$ cat src/rtl/srwp_pkg.sv
package srwp_pkg;

    typedef struct packed {
        logic       lock;    // status bit 7
        logic [1:0] prot;    // status bits 3:2
        logic       wel;     // status bit 1
    } sr_state_t;

    localparam int POS_WEL  = 1;
    localparam int POS_PLO  = 2;
    localparam int POS_PHI  = 3;
    localparam int POS_LOCK = 7;

    localparam logic [1:0] PROT_NONE    = 2'b00;
    localparam logic [1:0] PROT_QUARTER = 2'b01;
    localparam logic [1:0] PROT_HALF    = 2'b10;
    localparam logic [1:0] PROT_ALL     = 2'b11;

endpackage

$ cat src/rtl/srwp_status_reg.sv
module srwp_status_reg
    import srwp_pkg::*;
#(
    parameter int DATA_W = 8
) (
    input  logic              clk,
    input  logic              rst_n,
    input  logic              wren_i,
    input  logic              wrdi_i,
    input  logic              wrsr_i,
    input  logic [DATA_W-1:0] wrsr_data_i,
    input  logic              wp_i,
    output sr_state_t         state_o
);

    sr_state_t state_d, state_q;
    logic      sr_open;

    always_comb begin
        state_d = state_q;
        sr_open = state_q.wel && (!state_q.lock || wp_i);
        if (wrsr_i && sr_open) begin
            state_d.lock = wrsr_data_i[POS_LOCK];
            state_d.prot = {wrsr_data_i[POS_PHI], wrsr_data_i[POS_PLO]};
        end
        if (wrdi_i) begin
            state_d.wel = 1'b0;
        end else if (wren_i) begin
            state_d.wel = 1'b1;
        end
    end

    always_ff @(posedge clk or negedge rst_n) begin
        if (!rst_n) begin
            state_q <= '0;
        end else begin
            state_q <= state_d;
        end
    end

    assign state_o = state_q;

endmodule

$ cat src/rtl/srwp_guard.sv
module srwp_guard
    import srwp_pkg::*;
#(
    parameter int ADDR_W = 17
) (
    input  logic              wel_i,
    input  logic [1:0]        prot_i,
    input  logic              wr_byte_i,
    input  logic [ADDR_W-1:0] addr_i,
    output logic              allow_o
);

    localparam int TOP = ADDR_W - 1;

    logic in_half, in_quarter, fenced;

    generate
        if (ADDR_W >= 2) begin : g_wide
            assign in_half    = addr_i[TOP];
            assign in_quarter = addr_i[TOP] & addr_i[TOP-1];
        end else begin : g_narrow
            assign in_half    = addr_i[TOP];
            assign in_quarter = addr_i[TOP];
        end
    endgenerate

    always_comb begin
        case (prot_i)
            PROT_NONE:    fenced = 1'b0;
            PROT_QUARTER: fenced = in_quarter;
            PROT_HALF:    fenced = in_half;
            default:      fenced = 1'b1;
        endcase
        allow_o = wr_byte_i && wel_i && !fenced;
    end

endmodule

$ cat src/rtl/srwp_unit.sv
module srwp_unit
    import srwp_pkg::*;
#(
    parameter int ADDR_W = 17,
    parameter int DATA_W = 8
) (
    input  logic              clk,
    input  logic              rst_n,
    input  logic              wren_i,
    input  logic              wrdi_i,
    input  logic              wrsr_i,
    input  logic [DATA_W-1:0] wrsr_data_i,
    input  logic              wp_i,
    input  logic              wr_byte_i,
    input  logic [ADDR_W-1:0] wr_addr_i,
    output logic [DATA_W-1:0] status_o,
    output logic              wr_allow_o
);

    sr_state_t sr_q;

    srwp_status_reg #(.DATA_W(DATA_W)) u_sreg (
        .clk         (clk),
        .rst_n       (rst_n),
        .wren_i      (wren_i),
        .wrdi_i      (wrdi_i),
        .wrsr_i      (wrsr_i),
        .wrsr_data_i (wrsr_data_i),
        .wp_i        (wp_i),
        .state_o     (sr_q)
    );

    srwp_guard #(.ADDR_W(ADDR_W)) u_guard (
        .wel_i     (sr_q.wel),
        .prot_i    (sr_q.prot),
        .wr_byte_i (wr_byte_i),
        .addr_i    (wr_addr_i),
        .allow_o   (wr_allow_o)
    );

    always_comb begin
        status_o           = '0;
        status_o[POS_WEL]  = sr_q.wel;
        status_o[POS_PLO]  = sr_q.prot[0];
        status_o[POS_PHI]  = sr_q.prot[1];
        status_o[POS_LOCK] = sr_q.lock;
    end

endmodule

$ cat config.mk
export PLATFORM = sky130hd
export DESIGN_NAME = srwp_unit
export DESIGN_NICKNAME = d
export VERILOG_FILES = /design/src/rtl/srwp_pkg.sv /design/src/rtl/srwp_status_reg.sv /design/src/rtl/srwp_guard.sv /design/src/rtl/srwp_unit.sv
export SDC_FILE = /design/constraint.sdc
export NUM_CORES = 1
export LEC_CHECK = 0
export BUFFER_PORTS_ARGS = -buffer_cell sky130_fd_sc_hd__buf_2
export CORE_AREA = 2 2 39 41
export DETAILED_ROUTE_END_ITERATION = 10
export DIE_AREA = 0 0 41 43
export HOLD_SLACK_MARGIN = 0.05
export PLACE_DENSITY = 0.53
export SETUP_SLACK_MARGIN = 0.15
export SLEW_MARGIN = 10
export SYNTH_ARGS = -nofsm -noshare
export SYNTH_HDL_FRONTEND = slang
export SYNTH_SLANG_ARGS = --single-unit
$ cat constraint.sdc
create_clock -name clk -period 1.4 [get_ports clk]
set_input_delay 0.28 -clock clk [delete_from_list [all_inputs] [get_ports clk]]
set_output_delay 0.28 -clock clk [all_outputs]
set_load 0.01 [all_outputs]
# After elaboration in Yosys (flattened, before gate mapping)
# Cells that the tools add are included.
dict set report classes {
  addsub 0
  mul 0
  n_div 0
  order_cmp 0
  n_eq_ne 2
  shift 0
  n_mux 3
  bitwise_logic 1
  n_reduce_logical 9
}
# operator n
set ops {}
lappend ops {{$logic_and A1 B1 Y1} 4}
lappend ops {{$pmux W1 S3} 1}
lappend ops {{$eq A2 B1 Y1 const B} 1}
lappend ops {{$eq A2 B2 Y1 const B} 1}
lappend ops {{$logic_not A1 Y1} 2}
lappend ops {{$logic_not A2 Y1} 1}
lappend ops {{$mux W1} 2}
lappend ops {{$reduce_bool A2 Y1} 1}
lappend ops {{$and A1 B1 Y1} 1}
lappend ops {{$logic_or A1 B1 Y1} 1}
dict set report word_totals {
  register_bits 4
  latch_bits 0
  ram_bits 0
  rom_bits 0
  input_bits 32
  output_inout_bits 9
  word_cells 18
  n_memories 0
}

# Logic depth before layout (Yosys ltp)
# Gate-level depths: netlist (run 1).
dict set report depth {
  ltp_word 4
  depth_mapped 3
  ltp_nobuf 3
}

# Cells and area by module
# From an unflattened synthesis (run 1), not the netlist that was laid out.
dict set report unflattened {
  cells_unflattened 21
  hier_area_um2 221.5
}
# module instances cells_per_inst area_per_inst_um2 seq_area_each_um2
set by_module_without_submodules {}
lappend by_module_without_submodules {srwp_status_reg 1 13 161.4 100.1}
lappend by_module_without_submodules {srwp_unit 1 5 33.8 0.0}
lappend by_module_without_submodules {srwp_guard 1 3 26.3 0.0}

# Worst setup path before layout (run 1)
# No wires, ideal clock.
dict set report synth_path {
  path_type {flip-flop to output port}
  startpoint {register u_sreg.state_q, in the netlist u_sreg.state_o[2]}
  endpoint {output wr_allow_o}
  t_arrival_ps 953
  required_time_ps 1120
  slack_ps 167
  stages_incl_launch_ff 3
  path_buffers 0
  cell_sequence {dfrtp_1 a21o_1 a221oi_1}
}
dict set report synth_via {
  elab_chain_cells 4
  elab_cells_between_ends 6
  classes_between {eq/ne (2); mux (1); reduce/logical (3)}
}
# element line_no
set synth_rtl {}
lappend synth_rtl {{from (decl)} srwp_status_reg.sv:16} ;# sr_state_t state_d, state_q;
lappend synth_rtl {{from (signal assigned)} srwp_status_reg.sv:37} ;# state_q <= state_d;
lappend synth_rtl {{$eq A2 B2 Y1 (tied with other cells)} srwp_guard.sv:28} ;# case (prot_i)
lappend synth_rtl {{$pmux W1 S3 (*)} srwp_guard.sv:28}
lappend synth_rtl {{$logic_not A1 Y1 (*)} srwp_guard.sv:34} ;# allow_o = wr_byte_i && wel_i && !fenced;
lappend synth_rtl {{$logic_and A1 B1 Y1 (*)} srwp_guard.sv:34}
lappend synth_rtl {{to (decl)} srwp_unit.sv:17} ;# output logic wr_allow_o
# Every way passes the cells marked *; elsewhere a longest branch is shown, timed or not.

# Worst setup path after layout (run 1)
# Same ends and word-level chain as after synthesis.

==> results of run 1 <==
## metrics by stage
stage	cell area, um^2	worst slack [ns]	hold WS (ns)	instances
6_report	357	-0.00166	0.196	58
5_1_grt	357	-0.0707	0.182	58
4_1_cts	357	-0.00785	0.182	58
3_5_place_dp	297	0.190	0.0863	52
3_3_place_gp	297	0.199	0.0876	52
2_1_floorplan	234	0.167	-0.0156	25
## cell usage after synthesis
| cell type | instances | area share |
|---|---|---|
| buf_4 | 5 | 0.17 |
| dfrtp_1 | 4 | 0.45 |
| mux2_2 | 2 | 0.10 |
| nand2_1 | 2 | 0.034 |
| nor2_1 | 2 | 0.034 |
| a21o_1 | 1 | 0.034 |
| a21oi_2 | 1 | 0.039 |
| a221oi_1 | 1 | 0.039 |
| a32o_1 | 1 | 0.045 |
| conb_1 | 1 | 0.017 |
| inv_1 | 1 | 0.017 |
| nand3_1 | 1 | 0.022 |
## power by group through the flow
stage	logic [W]	clock network, W	registers [W]
final	0.000135	0.000143	0.000157
after global routing	0.000151	0.000159	0.000161
after CTS	0.000137	0.000153	0.000158
after detailed placement	0.0000958	0	0.000161
after global placement	0.0000938	0	0.000161
after floorplan	0.0000493	0	0.000169
## critical path: stages, from the launching register on
cell,delay [ns]
dfrtp_1,0.37
buf_4,0.14
a221oi_2,0.22
buf_2,0.16
## cell type report
cell class              instances  area, um^2  area share
repair buffers                 19         111       0.312
flip-flops and latches          4         100       0.281
multi-input cells              15        98.8       0.277
clock buffers                   3        22.5      0.0632
well taps                      16        20.0      0.0561
inverters                       1        3.75      0.0105
## cell families (layout without fill, tap and decap cells)
| family | after synthesis | after routing | synth area share |
|---|---|---|---|
| compound gates | 4 | 4 | 0.157 |
| other cells | 1 | 4 | 0.0168 |
| buf+inv | 6 | 23 | 0.185 |
| mux | 2 | 2 | 0.101 |
| flops | 4 | 4 | 0.449 |
| simple gates | 5 | 5 | 0.0899 |
## timing repair
item	in CTS	in global routing
hold buffers	1	0
endpoints found under the setup margin	1	2
resized for setup	2	0
buffers inserted	2	0
hold endpoints to repair	4	0
gates cloned	0	0
## worst min-delay path by stage
stage          slack [ns]   start                end
2_1_floorplan       -0.02   rst_n  u_sreg.state_o[0]
3_3_place_gp         0.09   rst_n  u_sreg.state_o[0]
3_5_place_dp         0.09   rst_n  u_sreg.state_o[0]
4_1_cts              0.18  wrdi_i  u_sreg.state_o[0]
5_1_grt              0.18  wrdi_i  u_sreg.state_o[0]
6_report             0.20  wrdi_i  u_sreg.state_o[0]
## per-layer routing
| layer | routed length (um) | track usage | part of all wire |
|---|---|---|---|
| met2 | 245 | 0.0969 | 0.52 |
| met3 | 70 | 0.0628 | 0.15 |
| met4 | 0 | 0.0600 | 0 |
| met5 | 0 | 0 | 0 |
| met1 | 151 | 0.0656 | 0.32 |
==> impl_metrics.yaml, run 1 <==
outcome:
  status: "finished with violations"
  violations: "setup timing"
power_and_ir_drop:
  pwr-share-seq: 0.361
  clkPwrFrac: 0.329
  power_w: 0.000435
  power_switching_w: 0.000122
  leakagePower_nw: 0.190
  p_int_w: 0.000314
  p_comb_frac: 0.310
  p_sw_frac: 0.279
  ir_worst_vdd_mv: 0.328
  power_density_nw_per_um2: 1220
global_routing:
  overflow: 0
  antenna_found_initial: 0
  grt_usage: 0.0727
  grt_pass1_vias: 213
  grt_start_max_net_pins: 7
  grt_pass1_wl_um: 779
setup_path:
  cp_max_fo: 2
  reg2regPathDepth: 3
  end_kind: "primary output"
  crit_path_start_kind: "register"
  reg2reg_slack_ns: 0.28
  r2r-start: "u_sreg.state_o[0]"
  critPathKind: "register to primary output"
  critPathCapture: "wr_allow_o"
  r2r_end: "u_sreg.state_o[1]"
  crit_required_ns: 1.12
  critPathArrivalTime_ns: 1.12
  startpoint: "u_sreg.state_o[2]"
final_layout:
  drive_gt1_frac: 0.595
  mostFrequentLayoutCells: "buf_2 (15), conb_1 (4), dfrtp_1 (4), clkbuf_4 (3)"
  nets: 76
  final_util: 0.258
  n_fill_cell: 162
  diodes: 0
  final_common_cell: "buf_2"
  syn_to_final_growth_pct: 60.1
  largest_register_ffs: 4
drt:
  wl_per_cell_um: 8.05
  routed_wl_um: 467
  drt_pass1_iterations: 2
  routed_via_density: 3.69
  first_iter_violations: 1
  num_vias: 214
  ant_nets: 0
  drc: 0
worst_hold_path:
  min_path_cells: 2
  hold_class: "input port to register"
sta:
  fin_ws_ns: -0.00166
  fin_crit_ns: 1.40
  setup_viol: 1
  skew_ns: 0.00154
  rsz0062_at_grt: "true"
  min_period_over_period: 1.00
  tns_ns: -0.00166
  max_freq_ghz: 0.713
  hold_viol_final: 0
  slew_viol_final: 0
yosys:
  syn_inst: 22
  ys_seq_elements: 4
  synth_seq_area_share: 0.449
  synth_cell_types: 12
  syn_area_um2: 223
  yosys_warnings: 0
  postSynthAreaPerCell_um2: 10.1
clocking:
  clock_path_buffers: 2
  clock_sinks: 4
  clk_pin_slew_worst_paths_ns: 0.04
  clk_latency_ns: 0.23
  cts_tree: "yes"
  cts_buffers: 3
  htreeDepth: 1
  cts_root_buf: "clkbuf_4"
job:
  maxCapViolCount: 0
floorplan:
  ios: 41
  rows: 14
  die_h_um: 43
  initial_utilization: 0.161
  dieArea_um2: 1760
  die_w_um: 41
  core_um2: 1380
placement:
  io_buffers: 16
  place_congestion: 0.568
No activity file was read; power rests on OpenSTA's default activity.
==> run 2, diff against run 1 <==
--- a/config.mk
+++ b/config.mk
@@ -10,8 +10,7 @@
 export DETAILED_ROUTE_END_ITERATION = 10
 export DIE_AREA = 0 0 41 43
 export HOLD_SLACK_MARGIN = 0.05
-export PLACE_DENSITY = 0.53
-export SETUP_SLACK_MARGIN = 0.15
+export PLACE_DENSITY = 0.55
 export SLEW_MARGIN = 10
 export SYNTH_ARGS = -nofsm -noshare
 export SYNTH_HDL_FRONTEND = slang
==> constraint.sdc (replaced) <==
create_clock -name clk -period 1.2 [get_ports clk]
set_input_delay 0.24 -clock clk [delete_from_list [all_inputs] [get_ports clk]]
set_output_delay 0.24 -clock clk [all_outputs]
set_load 0.01 [all_outputs]
==> run 2 against run 1 <==
  * The run still ends with setup timing left
  * Critical path depth is the same
  * Sequential share of layout area grew 1.1 points
  * Total power grew 9.8%
  * Hold slack lost 0.035 ns
  * Combinational power shrank 4%
  * Clock skew is essentially flat
  * Register-to-register slack lost 0.19 ns
  * Via count shrank 3.3%
  * Count of clock-buffer cells in the layout is the same
  * Routed wire length shrank 2.1%
  * Die area is the same
  * Cell count shrank 1.7%
  * Largest cell class is now flip-flops and latches
==> impl_metrics.yaml, run 2 (synthesis gave the netlist of run 1 again) <==
worst_hold_path:
  hold_start: "wrdi_i"
  hold_path_end: "u_sreg.state_o[0]"
  hold_class: "input port to register"
  min_path_cells: 2
setup_path:
  cpPeakStageDelay_ns: 0.38
  crit_required_ns: 0.96
  r2r-start: "u_sreg.state_o[0]"
  r2r_end: "u_sreg.state_o[2]"
  cp_slowest_cell: "dfrtp_1"
  critPathKind: "register to primary output"
  crit_chain: "a21o_1 -> a221oi_2 -> buf_2"
  end_kind: "primary output"
  cp_max_fo: 3
  reg2reg_slack_ns: 0.09
  critPathArrivalTime_ns: 1.13
  reg2regPathDepth: 3
  crit_path_start_kind: "register"
clocking:
  clk_latency_ns: 0.23
  cts_root_buf: "clkbuf_4"
  htreeDepth: 1
  clock_sinks: 4
  clock_path_buffers: 2
  clk_pin_slew_worst_paths_ns: 0.04
  cts_buffers: 3
  cts_tree: "yes"
sta:
  hold_ws_ns: 0.161
  setup_viol: 1
  fin_crit_ns: 1.37
  rsz0062_at_grt: "true"
  skew_ns: 0.00129
  fin_ws_ns: -0.166
  max_freq_ghz: 0.732
  slew_viol_final: 0
  hold_viol_final: 0
  min_period_over_period: 1.14
floorplan:
  dieArea_um2: 1760
  die_w_um: 41
  ios: 41
  rows: 14
  initial_utilization: 0.161
  core_um2: 1380
  die_h_um: 43
job:
  maxCapViolCount: 0
final_layout:
  mostFrequentLayoutCells: "buf_2 (16), conb_1 (4), dfrtp_1 (4), clkbuf_4 (3)"
  drive_gt1_frac: 0.585
  diodes: 0
  nets: 75
  final_common_cell: "buf_2"
  largest_register_ffs: 4
  syn_to_final_growth_pct: 53.9
  final_util: 0.248
  final_cells: 57
placement:
  place_congestion: 0.561
  dp_cells: 52
  io_buffers: 16
global_routing:
  grt_usage: 0.0636
  overflow: 0
  antenna_found_initial: 0
  grt_start_max_net_pins: 7
  grt_pass1_vias: 188
  grt_pass1_wl_um: 669
drt:
  routed_wl_um: 457
  wl_per_cell_um: 8.02
  ant_nets: 0
  drt_pass1_iterations: 2
  drc: 0
  num_vias: 207
  first_iter_violations: 2
  routed_via_density: 3.63
power_and_ir_drop:
  leakagePower_nw: 0.184
  power_w: 0.000478
  ir_worst_vdd_mv: 0.389
  power_density_nw_per_um2: 1390
outcome:
  violations: "setup timing"
  status: "finished with violations"
run 2: changes by cell type in the layout (fill, tap and decap cells not counted), sizes merged:
cell	previous run	this run
buf	18	17
run 2: per-layer routing:
layer	vias to the layer above	global-route usage	wire length, um
met5	-	0	0
met4	0	0.0600	0
met3	0	0.0471	68
met2	12	0.0875	231
met1	89	0.0556	157
li1	106	-	-
run 2: worst max path at each step:
stage	start	to	slack (ns)
after global placement	u_sreg.state_o[2]	wr_allow_o	0.04
final	u_sreg.state_o[2]	wr_allow_o	-0.17
after global routing	u_sreg.state_o[2]	wr_allow_o	-0.24
after floorplan	u_sreg.state_o[2]	wr_allow_o	0.007
after CTS	u_sreg.state_o[2]	wr_allow_o	-0.21
after detailed placement	u_sreg.state_o[2]	wr_allow_o	0.02
run 2: metrics by stage:
step / worst slack (ns) / TNS [ns] / area (um^2)
floorplan: 0.00723 / 0 / 234
global placement: 0.0432 / 0 / 297
detailed placement: 0.0232 / 0 / 297
CTS: -0.206 / -0.206 / 343
global route: -0.244 / -0.244 / 343
finish: -0.166 / -0.166 / 343
run 2: layout make-up:
| cell class | count | area [um^2] |
|---|---|---|
| repair buffers | 18 | 97.6 |
| flip-flops and latches | 4 | 100 |
| clock buffers | 3 | 22.5 |
| fillers | 167 | 1040 |
| well taps | 16 | 20.0 |
| multi-input cells | 15 | 98.8 |
| inverters | 1 | 3.75 |
run 2: what timing repair did:
item | CTS | global route
setup buffers | 1 | 0
hold buffers | 1 | 0
pin swaps | 1 | 1
resized for setup | 1 | 0
endpoints found under the hold margin | 4 | 0
endpoints found under the setup margin | 1 | 1
run 2: worst max-delay path: cells and delay by family, from the launching register on:
kind                   cells  cell delay, ns
DFF                        1            0.38
buffers and inverters      1            0.16
AOI/OAI and AO/OA          2            0.35
run 2: power by group:
part           switching (W)  internal (W)
Sequential         0.0000229      0.000162
Combinational      0.0000575     0.0000721
Clock              0.0000519      0.000112
==> run 3, diff against run 2 <==
--- a/config.mk
+++ b/config.mk
@@ -7,11 +7,13 @@
 export LEC_CHECK = 0
 export BUFFER_PORTS_ARGS = -buffer_cell sky130_fd_sc_hd__buf_2
 export CORE_AREA = 2 2 39 41
+export CTS_BUF_LIST = sky130_fd_sc_hd__clkbuf_4 sky130_fd_sc_hd__clkbuf_8
 export DETAILED_ROUTE_END_ITERATION = 10
 export DIE_AREA = 0 0 41 43
 export HOLD_SLACK_MARGIN = 0.05
-export PLACE_DENSITY = 0.55
+export PLACE_DENSITY = 0.53
 export SLEW_MARGIN = 10
 export SYNTH_ARGS = -nofsm -noshare
 export SYNTH_HDL_FRONTEND = slang
+export SYNTH_HIERARCHICAL = 1
 export SYNTH_SLANG_ARGS = --single-unit
==> constraint.sdc (replaced) <==
create_clock -name clk -period 1.6 [get_ports clk]
set_input_delay 0.32 -clock clk [delete_from_list [all_inputs] [get_ports clk]]
set_output_delay 0.32 -clock clk [all_outputs]
set_load 0.01 [all_outputs]
==> run 3 against run 2 <==
  * The flow now finishes without violations
  * Final area decreased by 2.2%
  * Count of clock-buffer cells in the layout unchanged
  * Via count increased by 0.48%
  * Register-to-register slack improved by 0.40 ns
  * Routed wire length increased by 0.66%
  * Die area unchanged
  * Combinational power decreased by 33%
  * Synthesized cell count decreased by 4.5%
  * Critical path depth unchanged
  * Clock skew increased by 0.0026 ns
  * Clock power decreased by 25%
  * Sequential power decreased by 23%
  * Largest power group unchanged
  * Highest routed layer unchanged
==> impl_metrics.yaml, run 3 <==
yosys:
  yosys.area.top_type: "dfrtp_1"
  synth_top_cells_by_count: "buf_4 (4), dfrtp_1 (4), mux2_2 (2), nand2_1 (2), nor2_1 (2)"
  synth_area_leaders: "dfrtp_1 (45%), buf_4 (14%), mux2_2 (10%), a221oi_2 (6.8%), a32o_1 (4.5%)"
  ys_seq_elements: 4
  yosys_warnings: 6
  postSynthAreaPerCell_um2: 10.5
  synth_cell_types: 12
  syn_area_um2: 221
  async_flop_share: 1.00
  syn_inst: 21
  yosys.area.top_type_share: 0.452
  synth_ff_type: "dfrtp_1"
  synth_seq_area_share: 0.452
  synth_edf_count: 0
setup_path:
  end_kind: "primary output"
  cp_max_fo: 4
  crit_required_ns: 1.28
  crit_path_start_kind: "register"
  critPathKind: "register to primary output"
  critPathArrivalTime_ns: 1.18
clocking:
  cts_buffers: 3
  clk_latency_ns: 0.23
  clk_pin_slew_worst_paths_ns: 0.04
  clock_path_buffers: 2
  cts_tree: "yes"
  cts_setup_buffers: 0
  clock_sinks: 4
  cts_root_buf: "clkbuf_4"
  htreeDepth: 1
  hold_buffers: 1
  cts_resized: 0
final_layout:
  syn_to_final_growth_pct: 51.4
  drive_gt1_frac: 0.575
  n_fill_cell: 157
  largest_register_ffs: 4
  final_common_cell: "buf_2"
  diodes: 0
  nets: 74
  mostFrequentLayoutCells: "buf_2 (16), conb_1 (4), dfrtp_1 (4), clkbuf_4 (3)"
sta:
  fin_crit_ns: 1.50
  tns_ns: 0
  setup_viol: 0
  rsz0062_at_grt: "false"
  min_period_over_period: 0.940
  hold_viol_final: 0
  slew_viol_final: 0
  skew_ns: 0.00392
  fin_ws_ns: 0.0967
  max_freq_ghz: 0.665
floorplan:
  dieArea_um2: 1760
  initial_utilization: 0.160
  rows: 14
  core_um2: 1380
  ios: 41
  die_h_um: 43
  die_w_um: 41
drt:
  routed_wl_um: 460
  drc: 0
  ant_nets: 0
  num_vias: 208
  first_iter_violations: 3
  wl_per_cell_um: 8.21
  drt_pass1_iterations: 2
  routed_via_density: 3.71
global_routing:
  grt_usage: 0.0657
  overflow: 0
  antenna_found_initial: 0
  grt_pass1_vias: 198
  grt_pass1_wl_um: 703
  grt_start_max_net_pins: 7
placement:
  place_congestion: 0.534
  io_buffers: 16
  dpl_worst_slack_ns: 0.316
worst_hold_path:
  hold_class: "input port to register"
job:
  maxCapViolCount: 0
power_and_ir_drop:
  ir_worst_vdd_mv: 0.281
  power_density_nw_per_um2: 1050
  leakagePower_nw: 0.178
outcome:
  status: "finished, final reports clean"
-- run 3: kinds of logic after synthesis --
kind of cell / synth area share
AND/OR/NAND/NOR: 0.0904
buffers and inverters: 0.153
AO/OA/AOI/OAI: 0.186
flip-flops: 0.452
multiplexers: 0.102
other: 0.0169
-- run 3: path summary, 6_finish.rpt --
check	startpoint	end	slack, ns	depth (start not counted)
worst min register to register	u_sreg/state_o[3]	u_sreg/state_o[3]	0.54	1
max in group asynchronous	rst_n	u_sreg/state_o[2]	1.06	2
min in group asynchronous	rst_n	u_sreg/state_o[3]	0.42	2
worst min-delay path	wrdi_i	u_sreg/state_o[0]	0.23	2
worst max-delay path	u_sreg/state_o[2]	wr_allow_o	0.1	3
worst max register to register	u_sreg/state_o[0]	u_sreg/state_o[1]	0.49	3
-- run 3: metrics by stage --
step | hold WS [ns] | total power [W] | area (um^2) | instances | util
global placement | 0.130 | 0.000229 | 303 | 52 | 0.219
global route | 0.229 | 0.000382 | 335 | 56 | 0.242
floorplan | 0.0244 | 0.000196 | 233 | 24 | -
finish | 0.233 | 0.000353 | 335 | 56 | 0.242
CTS | 0.219 | 0.000365 | 335 | 56 | 0.242
detailed placement | 0.132 | 0.000232 | 303 | 52 | 0.219
-- run 3: cell type report --
class / count / area [um^2] / area share
multi-input cells: 15 / 98.8 / 0.295
repair buffers: 17 / 90.1 / 0.269
flip-flops and latches: 4 / 100 / 0.299
well taps: 16 / 20.0 / 0.0597
inverters: 1 / 3.75 / 0.0112
clock buffers: 3 / 22.5 / 0.0672
-- run 3: power by group --
group	switching, W	total (W)	internal [W]
clock network	0.0000389	0.000123	0.0000837
logic	0.0000399	0.0000872	0.0000473
registers	0.0000215	0.000143	0.000122
-- run 3: worst max-delay path, cell delays in order (launching register included) --
cell and delay (ns):
dfrtp_1 0.40, a21o_1 0.18, a221oi_2 0.21, buf_2 0.16
-- run 3: routing by layer --
metal / track usage / up-vias / wire length, um
li1: - / 104 / -
met1: 0.0559 / 91 / 158
met2: 0.0938 / 13 / 229
met3: 0.0314 / 0 / 72
met4: 0.0800 / 0 / 0
met5: 0 / - / 0
